### config.mk
export PLATFORM = sky130hd
export DESIGN_NAME = ppg_timer
export DESIGN_NICKNAME = d
export VERILOG_FILES = /design/src/rtl/ppg_pkg.sv /design/src/rtl/ppg_counter.sv /design/src/rtl/ppg_regs.sv /design/src/rtl/ppg_wave.sv /design/src/rtl/ppg_timer.sv
export SDC_FILE = /design/constraint.sdc
export NUM_CORES = 1
export LEC_CHECK = 0
export BUFFER_PORTS_ARGS = -buffer_cell sky130_fd_sc_hd__buf_2
export CORE_MARGIN = 1.5
export CORE_UTILIZATION = 45
export DETAILED_ROUTE_END_ITERATION = 16
export GPL_TIMING_DRIVEN = 0
export PLACE_DENSITY = 0.59
export REMOVE_ABC_BUFFERS = 1
export SLEW_MARGIN = 15
export SYNTH_ARGS = -nofsm -noshare
export SYNTH_HDL_FRONTEND = slang
export SYNTH_SLANG_ARGS = --single-unit
### constraint.sdc
create_clock -name clk -period 3.2 [get_ports clk]
set_input_delay 0.16 -clock clk [delete_from_list [all_inputs] [get_ports clk]]
set_output_delay 0.16 -clock clk [all_outputs]
set_load 0.005 [all_outputs]
### src/rtl/ppg_pkg.sv
package ppg_pkg;
  // Next output level: hold idle when stopped, else flip once per match event
  function automatic logic wave_next(input logic cur, input logic run,
                                     input logic idle, input logic ev_a,
                                     input logic ev_b);
    if (!run) return idle;
    return cur ^ (ev_a ^ ev_b);
  endfunction

  // Whether a duty write lands directly in the active compare
  function automatic logic direct_load(input logic wr, input logic buffered);
    return wr && !buffered;
  endfunction
endpackage

### src/rtl/ppg_counter.sv
module ppg_counter #(
  parameter int CNT_W = 16
) (
  input  logic             clk,
  input  logic             rst_n,
  input  logic             run_en,
  input  logic             wrap,
  output logic [CNT_W-1:0] cnt
);
  localparam logic [CNT_W-1:0] ONE = {{(CNT_W-1){1'b0}}, 1'b1};

  always_ff @(posedge clk or negedge rst_n) begin
    if (!rst_n)               cnt <= '0;
    else if (!run_en || wrap) cnt <= '0;
    else                      cnt <= cnt + ONE;
  end


  cnt_step_chk: assert property (@(posedge clk) disable iff (!rst_n)
    (run_en && !wrap) |=> cnt == $past(cnt) + ONE);

  cnt_wrap_chk: assert property (@(posedge clk) disable iff (!rst_n)
    (run_en && wrap) |=> cnt == '0);

  cnt_stop_chk: assert property (@(posedge clk) disable iff (!rst_n)
    !run_en |=> cnt == '0);
endmodule

### src/rtl/ppg_regs.sv
module ppg_regs
  import ppg_pkg::*;
#(
  parameter int CNT_W = 16
) (
  input  logic             clk,
  input  logic             rst_n,
  input  logic             duty_wr,
  input  logic             period_wr,
  input  logic [CNT_W-1:0] wr_data,
  input  logic             dbuf_en,
  input  logic             wrap,
  output logic [CNT_W-1:0] duty_act,
  output logic [CNT_W-1:0] period_val
);
  logic [CNT_W-1:0] duty_buf;
  logic             load_direct;
  logic             load_shift;

  assign load_direct = direct_load(duty_wr, dbuf_en);
  assign load_shift  = dbuf_en && wrap;

  always_ff @(posedge clk or negedge rst_n) begin
    if (!rst_n) begin
      duty_buf   <= '0;
      duty_act   <= '0;
      period_val <= '0;
    end else begin
      if (duty_wr)          duty_buf <= wr_data;
      if (period_wr)        period_val <= wr_data;
      if (load_direct)      duty_act <= wr_data;
      else if (load_shift)  duty_act <= duty_buf;
    end
  end


  direct_wr_chk: assert property (@(posedge clk) disable iff (!rst_n)
    (duty_wr && !dbuf_en) |=> duty_act == $past(wr_data));

  buf_hold_chk: assert property (@(posedge clk) disable iff (!rst_n)
    (dbuf_en && !wrap) |=> $stable(duty_act));

  buf_shift_chk: assert property (@(posedge clk) disable iff (!rst_n)
    (dbuf_en && wrap) |=> duty_act == $past(duty_buf));
endmodule

### src/rtl/ppg_wave.sv
module ppg_wave
  import ppg_pkg::*;
(
  input  logic clk,
  input  logic rst_n,
  input  logic run_en,
  input  logic idle_level,
  input  logic duty_hit,
  input  logic period_hit,
  output logic pulse
);
  always_ff @(posedge clk or negedge rst_n) begin
    if (!rst_n) pulse <= 1'b0;
    else        pulse <= wave_next(pulse, run_en, idle_level, duty_hit, period_hit);
  end


  duty_flip_chk: assert property (@(posedge clk) disable iff (!rst_n)
    (run_en && duty_hit && !period_hit) |=> pulse != $past(pulse));

  period_flip_chk: assert property (@(posedge clk) disable iff (!rst_n)
    (run_en && period_hit && !duty_hit) |=> pulse != $past(pulse));

  idle_level_chk: assert property (@(posedge clk) disable iff (!rst_n)
    !run_en |=> pulse == $past(idle_level));
endmodule

### src/rtl/ppg_timer.sv
module ppg_timer #(
  parameter int CNT_W = 16
) (
  input  logic             clk,
  input  logic             rst_n,
  input  logic             run_en,
  input  logic             duty_wr,
  input  logic             period_wr,
  input  logic [CNT_W-1:0] wr_data,
  input  logic             dbuf_en,
  input  logic             idle_level,
  output logic             pulse_out,
  output logic             duty_irq,
  output logic             period_irq
);
  logic [CNT_W-1:0] cnt;
  logic [CNT_W-1:0] duty_act;
  logic [CNT_W-1:0] period_val;
  logic             duty_hit;
  logic             period_hit;

  assign duty_hit   = run_en && (cnt == duty_act);
  assign period_hit = run_en && (cnt == period_val);

  ppg_counter #(.CNT_W(CNT_W)) u_cnt (
    .clk(clk), .rst_n(rst_n), .run_en(run_en), .wrap(period_hit), .cnt(cnt)
  );

  ppg_regs #(.CNT_W(CNT_W)) u_regs (
    .clk(clk), .rst_n(rst_n), .duty_wr(duty_wr), .period_wr(period_wr),
    .wr_data(wr_data), .dbuf_en(dbuf_en), .wrap(period_hit),
    .duty_act(duty_act), .period_val(period_val)
  );

  ppg_wave u_wave (
    .clk(clk), .rst_n(rst_n), .run_en(run_en), .idle_level(idle_level),
    .duty_hit(duty_hit), .period_hit(period_hit), .pulse(pulse_out)
  );

  assign duty_irq   = duty_hit;
  assign period_irq = period_hit;


  irq_gate_chk: assert property (@(posedge clk) disable iff (!rst_n)
    !run_en |-> !duty_irq && !period_irq);

  period_irq_pulse_chk: assert property (@(posedge clk) disable iff (!rst_n)
    (period_irq && period_val != '0) |=> !period_irq);
endmodule

After elaboration in Yosys (flattened, before gate mapping)
Cells that the tools add are included.
{"block": "word_totals", "reg_bits": 65, "output_inout_bits": 3, "inputBits": 23, "elab_cells": 22}
{"block": "classes", "mux": 4, "n_reduce_logical": 8, "bitwise": 2, "add_sub_neg": 1, "eq_ne": 2}
{"operator": "$mux W16", "count": 3}
{"operator": "$eq A16 B16 Y1", "count": 2}
{"operator": "$add A16 B1 Y16 const B", "count": 1}
{"operator": "$logic_and A1 B1 Y1", "count": 4}
{"operator": "$logic_not A1 Y1", "count": 2}
{"operator": "$reduce_bool A2 Y1", "count": 1}
{"operator": "$xor A1 B1 Y1", "count": 2}
{"operator": "$logic_or A1 B1 Y1", "count": 1}
{"operator": "$mux W1", "count": 1}

Longest topological paths before layout
{"block": "logic_depth", "word_depth": 5, "ltp_mapped": 8, "depth_no_buf": 7}

By module
A second synthesis with hierarchy kept.
{"block": "hier_totals", "cells_unflattened": 266, "hier_area_um2": 3492.1}
{"module": "ppg_regs", "area_per_inst_um2": 2258.4, "cells_each": 138, "n_inst": 1, "seq_area_each_um2": 1201.2}
{"module": "ppg_counter", "area_per_inst_um2": 807.0, "cells_each": 81, "n_inst": 1, "seq_area_each_um2": 400.4}
{"module": "ppg_timer", "area_per_inst_um2": 362.8, "cells_each": 44, "n_inst": 1, "seq_area_each_um2": 0.0}
{"module": "ppg_wave", "area_per_inst_um2": 63.8, "cells_each": 3, "n_inst": 1, "seq_area_each_um2": 25.0}

Least setup slack after synthesis
OpenSTA, ideal clock, no wires.
{"block": "synth_timing", "path_type": "reg2reg", "start": "register u_cnt.cnt[8]", "end": "register u_wave.pulse", "stages_incl_launch_ff": 8, "path_buffers": 1, "setup_time_ps": 125, "period_less_slack_ps": 1827, "slack_ps": 1373, "t_arrival_ps": 1702, "required_time_ps": 3075, "cell_sequence": "dfrtp_1 -> buf_6 -> xor2_1 -> nor4_2 -> nand4_2 -> xor2_1 -> xnor2_1 -> mux2_2"}
{"block": "synth_via", "elab_chain_len": 5}
{"element": "start: declaration", "line_no": "ppg_counter.sv:8", "source": "output logic [CNT_W-1:0] cnt"}
{"element": "start signal: assignment", "line_no": "ppg_counter.sv:15", "source": "else cnt <= cnt + ONE;"}
{"element": "$eq A16 B16 Y1 (on tied branches)", "line_no": "ppg_timer.sv:22, ppg_timer.sv:23"}
{"element": "$logic_and A1 B1 Y1 (on tied branches)", "line_no": "ppg_timer.sv:22, ppg_timer.sv:23"}
{"element": "$xor A1 B1 Y1 * (2 in a row)", "line_no": "ppg_pkg.sv:7", "source": "return cur ^ (ev_a ^ ev_b);"}
{"element": "$mux W1 *", "line_no": "ppg_pkg.sv:7"}
{"element": "end signal: assignment", "line_no": "ppg_wave.sv:14", "source": "else pulse <= wave_next(pulse, run_en, idle_level, duty_hit, period_hit);"}
{"element": "end: declaration", "line_no": "ppg_wave.sv:10", "source": "output logic pulse"}
Every way passes the cells marked *; elsewhere a longest branch is shown, timed or not.
A chain may end at the register's enable or synchronous reset.

Final worst setup path
{"block": "layout_timing", "start": "register u_cnt.cnt[6]", "end": "register u_regs.duty_act[15]"}
{"block": "layout_via", "elab_chain_len": 4}
{"element": "$eq A16 B16 Y1", "line_no": "ppg_timer.sv:23", "source": "assign period_hit = run_en && (cnt == period_val);"}
{"element": "$logic_and A1 B1 Y1", "line_no": "ppg_timer.sv:23"}
{"element": "$logic_and A1 B1 Y1", "line_no": "ppg_regs.sv:21", "source": "assign load_shift = dbuf_en && wrap;"}
{"element": "$reduce_bool A2 Y1 (no line)"}
{"element": "end signal: assignment", "line_no": "ppg_regs.sv:31", "source": "if (load_direct) duty_act <= wr_data;"}
{"element": "end signal: assignment", "line_no": "ppg_regs.sv:32", "source": "else if (load_shift) duty_act <= duty_buf;"}
{"element": "end: declaration", "line_no": "ppg_regs.sv:13", "source": "output logic [CNT_W-1:0] duty_act,"}
Every way passes these cells.

==> flow_metrics.tcl <==
set metrics [dict create \
    outcome "finished, final reports clean" \
    vias_per_cell 4.917 \
    gp_congestion 0.7254 \
    synth_top_area_share_pct 50.49 \
    initial_utilization_pct 46.90 \
    portBuffers 25 \
    slowest_delay_ns 0.85 \
    cp_num_cells 6 \
    worst_setup_path_end_kind "flip-flop" \
    tritoncts "done" \
    cts_sinks 65 \
    tightestPinTransition_ns 0.9877 \
    worst_slack_ns 0.6018 \
    core_sq_mm 0.006869 \
    grt_pass1_wl_microns 9894 \
    worst-path-buf-inv 0 \
    wirelength_microns 5727 \
    synth.ff_latch_count 65 \
    drive_gt1_share_pct 32.99 \
    cts_resized 0 \
    grt_pass1_vias 1921 \
    finalCritPeriodShare_pct 81.20 \
    r2r_slack_ns 0.60 \
    hold_path_depth 2 \
    overflow 0 \
    root_buffer "clkbuf_8" \
    critical_path_arrival_ns 2.86 \
    fp.dieH_microns 87.62 \
    syn-instance-count 266 \
    async_flop_share_pct 100.0 \
    crit_chain "xor2_1, nor4_2, nand4_2, o21ai_4, nor2_1, a21oi_2" \
    setup_violations 0 \
    leakage_nw 1.659 \
    synth.largest_area_cell "dfrtp_1" \
    ys.flop_type "dfrtp_1" \
    fill_cells 639 \
    r2r_cells 6 \
    cts.htree.levels 3 \
    ys_top_cells_by_area "dfrtp_1 (50%), mux2_2 (12%), xor2_1 (11%)" \
    die_area_sq_mm 0.007676 \
    dpl.hpwl_microns 3923 \
    wire_per_inst_microns 14.80 \
    pre_cts_ws_ns 0.6067 \
    drtPass1Iterations 4 \
    yosys_warnings 0 \
    r2r-start "u_cnt.cnt[6]" \
    grt_antenna_before_repair 0 \
    max_cap_violations 0 \
    slew_headroom_pct 33.90 \
    period_minus_slack_ns 2.598 \
    path_clk_slew_ns 0.07 \
    worst-path-max-fanout 32 \
    min_to "u_wave.pulse" \
    crit_family "compound AO/OA/AOI/OAI gates" \
    fin_tns_setup_ns 0 \
    comb_power_share_pct 12.2 \
    skew_ns 0.004956 \
    drt_iter0_markers 42 \
    finalNetCount 310 \
    diodes 0 \
    synth_cell_types 27 \
    hold_viol 0 \
    p_per_area_mw_per_mm2 540.7 \
    vdd_drop_max_uv 318.6 \
    cts_inserted_buffers 9 \
    synth_edf_count 0 \
    die_x_microns 87.62 \
    slew_violations 0 \
    final_common_cell "dfrtp_1" \
    drcViolationCount 0 \
    critPathKind "flip-flop to flip-flop" \
    clkPwrFrac_pct 38.7 \
    hp-start "idle_level" \
    grt_setup_unrepaired "no" \
    cts_setup_buffers 0 \
    vias 1903 \
    p_int_mw 1.450 \
    track_usage_pct 17.55 \
    switching_share_pct 25.29 \
    synth_area_per_cell_sq_um 12.11 \
    area.growth.synth_to_final_pct 11.38 \
    ant_nets 0 \
    worstPathRequired_ns 3.46 \
    whs_ns 0.05890 \
    layout_common_cells "dfrtp_1 (65), xor2_1 (40), nor2_1 (35)" \
    grt_max_degree 50 \
    seq_power_share_pct 49.1 \
    crit_path_start_kind "flip-flop" \
    reg2reg_to "u_regs.duty_act[15]" \
    seq_area_frac_synth_pct 50.49 \
    fmax_mhz 384.9 \
    ioPinCount 26 \
    worstHoldPathType "input port to flip-flop" \
    switchingPower_mw 0.4906 \
    crit_slowest_cell "o21ai_4" \
    clk_latency_ns 0.34 \
    rows 30 \
    clockBufferDepth 2 \
    syn-cell-area_sq_mm 0.003222 \
]
## cell type report
class	instances	area (sq um)	area share (%)
tap	96	120.1	3.347
timing repair buffer	27	165.2	4.603
clock inverter	6	82.58	2.301
multi-input combinational	182	1463	40.76
sequential	65	1627	45.33
inverter	1	3.754	0.1046
clock buffer	10	127.6	3.556
## sequential cells by signal, summed over array words and instances, names as in the netlist
| signal | flops |
|---|---|
| u_cnt.cnt | 16 |
| u_regs.duty_act | 16 |
| u_regs.duty_buf | 16 |
| u_regs.period_val | 16 |
| u_wave.pulse | 1 |
## power by group through the flow
| stage | combinational (mW) | sequential [mW] | clock, mW |
|---|---|---|---|
| final | 0.237 | 0.953 | 0.751 |
| after global routing | 0.267 | 0.964 | 0.804 |
| after CTS | 0.243 | 0.955 | 0.775 |
| after detailed placement | 0.239 | 0.971 | 0 |
| after global placement | 0.231 | 0.967 | 0 |
| after floorplan | 0.163 | 0.955 | 0 |
## Yosys cell counts (2+ instances only)
cell type	count
nor4_2	4
buf_2	6
nand2_1	6
mux2_2	33
a21oi_1	2
nand3_1	5
nor2_1	35
xor2_1	40
nand4_1	4
mux2i_1	16
buf_6	7
nor4_1	3
dfrtp_1	65
a21oi_2	14
xnor2_1	8
and3_1	5
clkbuf_1	3
## kinds of logic (layout without fill, tap and decap cells)
kind of cell | after synthesis | count (layout) | synth area share, %
xor+xnor | 48 | 48 | 13.05
fa+ha+maj | 1 | 1 | 0.3883
mux | 49 | 49 | 16.50
buf+inv | 19 | 44 | 4.194
flops | 65 | 65 | 50.49
simple gates | 67 | 67 | 10.76
compound gates | 17 | 17 | 4.622
## per-layer routing
layer / GRT usage, % / vias to the layer above / share of wire (%)
met5: 0 / - / 0
met4: 6.061 / 0 / 1.2
met3: 4.524 / 6 / 3.0
met2: 26.15 / 28 / 45
met1: 25.00 / 929 / 51
li1: - / 940 / -
## worst max-delay path by stage
stage / from / end / slack [ns]
3_3_place_gp: u_cnt.cnt[6] / u_regs.duty_act[15] / 0.63
4_1_cts: u_cnt.cnt[6] / u_regs.duty_act[15] / 0.57
2_1_floorplan: u_cnt.cnt[8] / u_regs.duty_act[0] / 1.13
6_report: u_cnt.cnt[6] / u_regs.duty_act[15] / 0.60
3_5_place_dp: u_cnt.cnt[6] / u_regs.duty_act[15] / 0.61
5_1_grt: u_cnt.cnt[6] / u_regs.duty_act[12] / 0.29
## stage by stage
step                cells  total power [mW]  util (%)  cell area, sq um
floorplan             248             1.118         -              3090
global placement      369             1.198     48.56              3336
detailed placement    370             1.210     49.03              3368
CTS                   387             1.972     52.24              3588
global route          387             2.036     52.24              3588
finish                387             1.940     52.24              3588
## what timing repair did
action	4_1_cts	5_1_grt
hold endpoints to repair	65	0
hold buffers	1	0
setup endpoints to repair	0	0
Note: power is estimated with default switching activity, not from simulation.
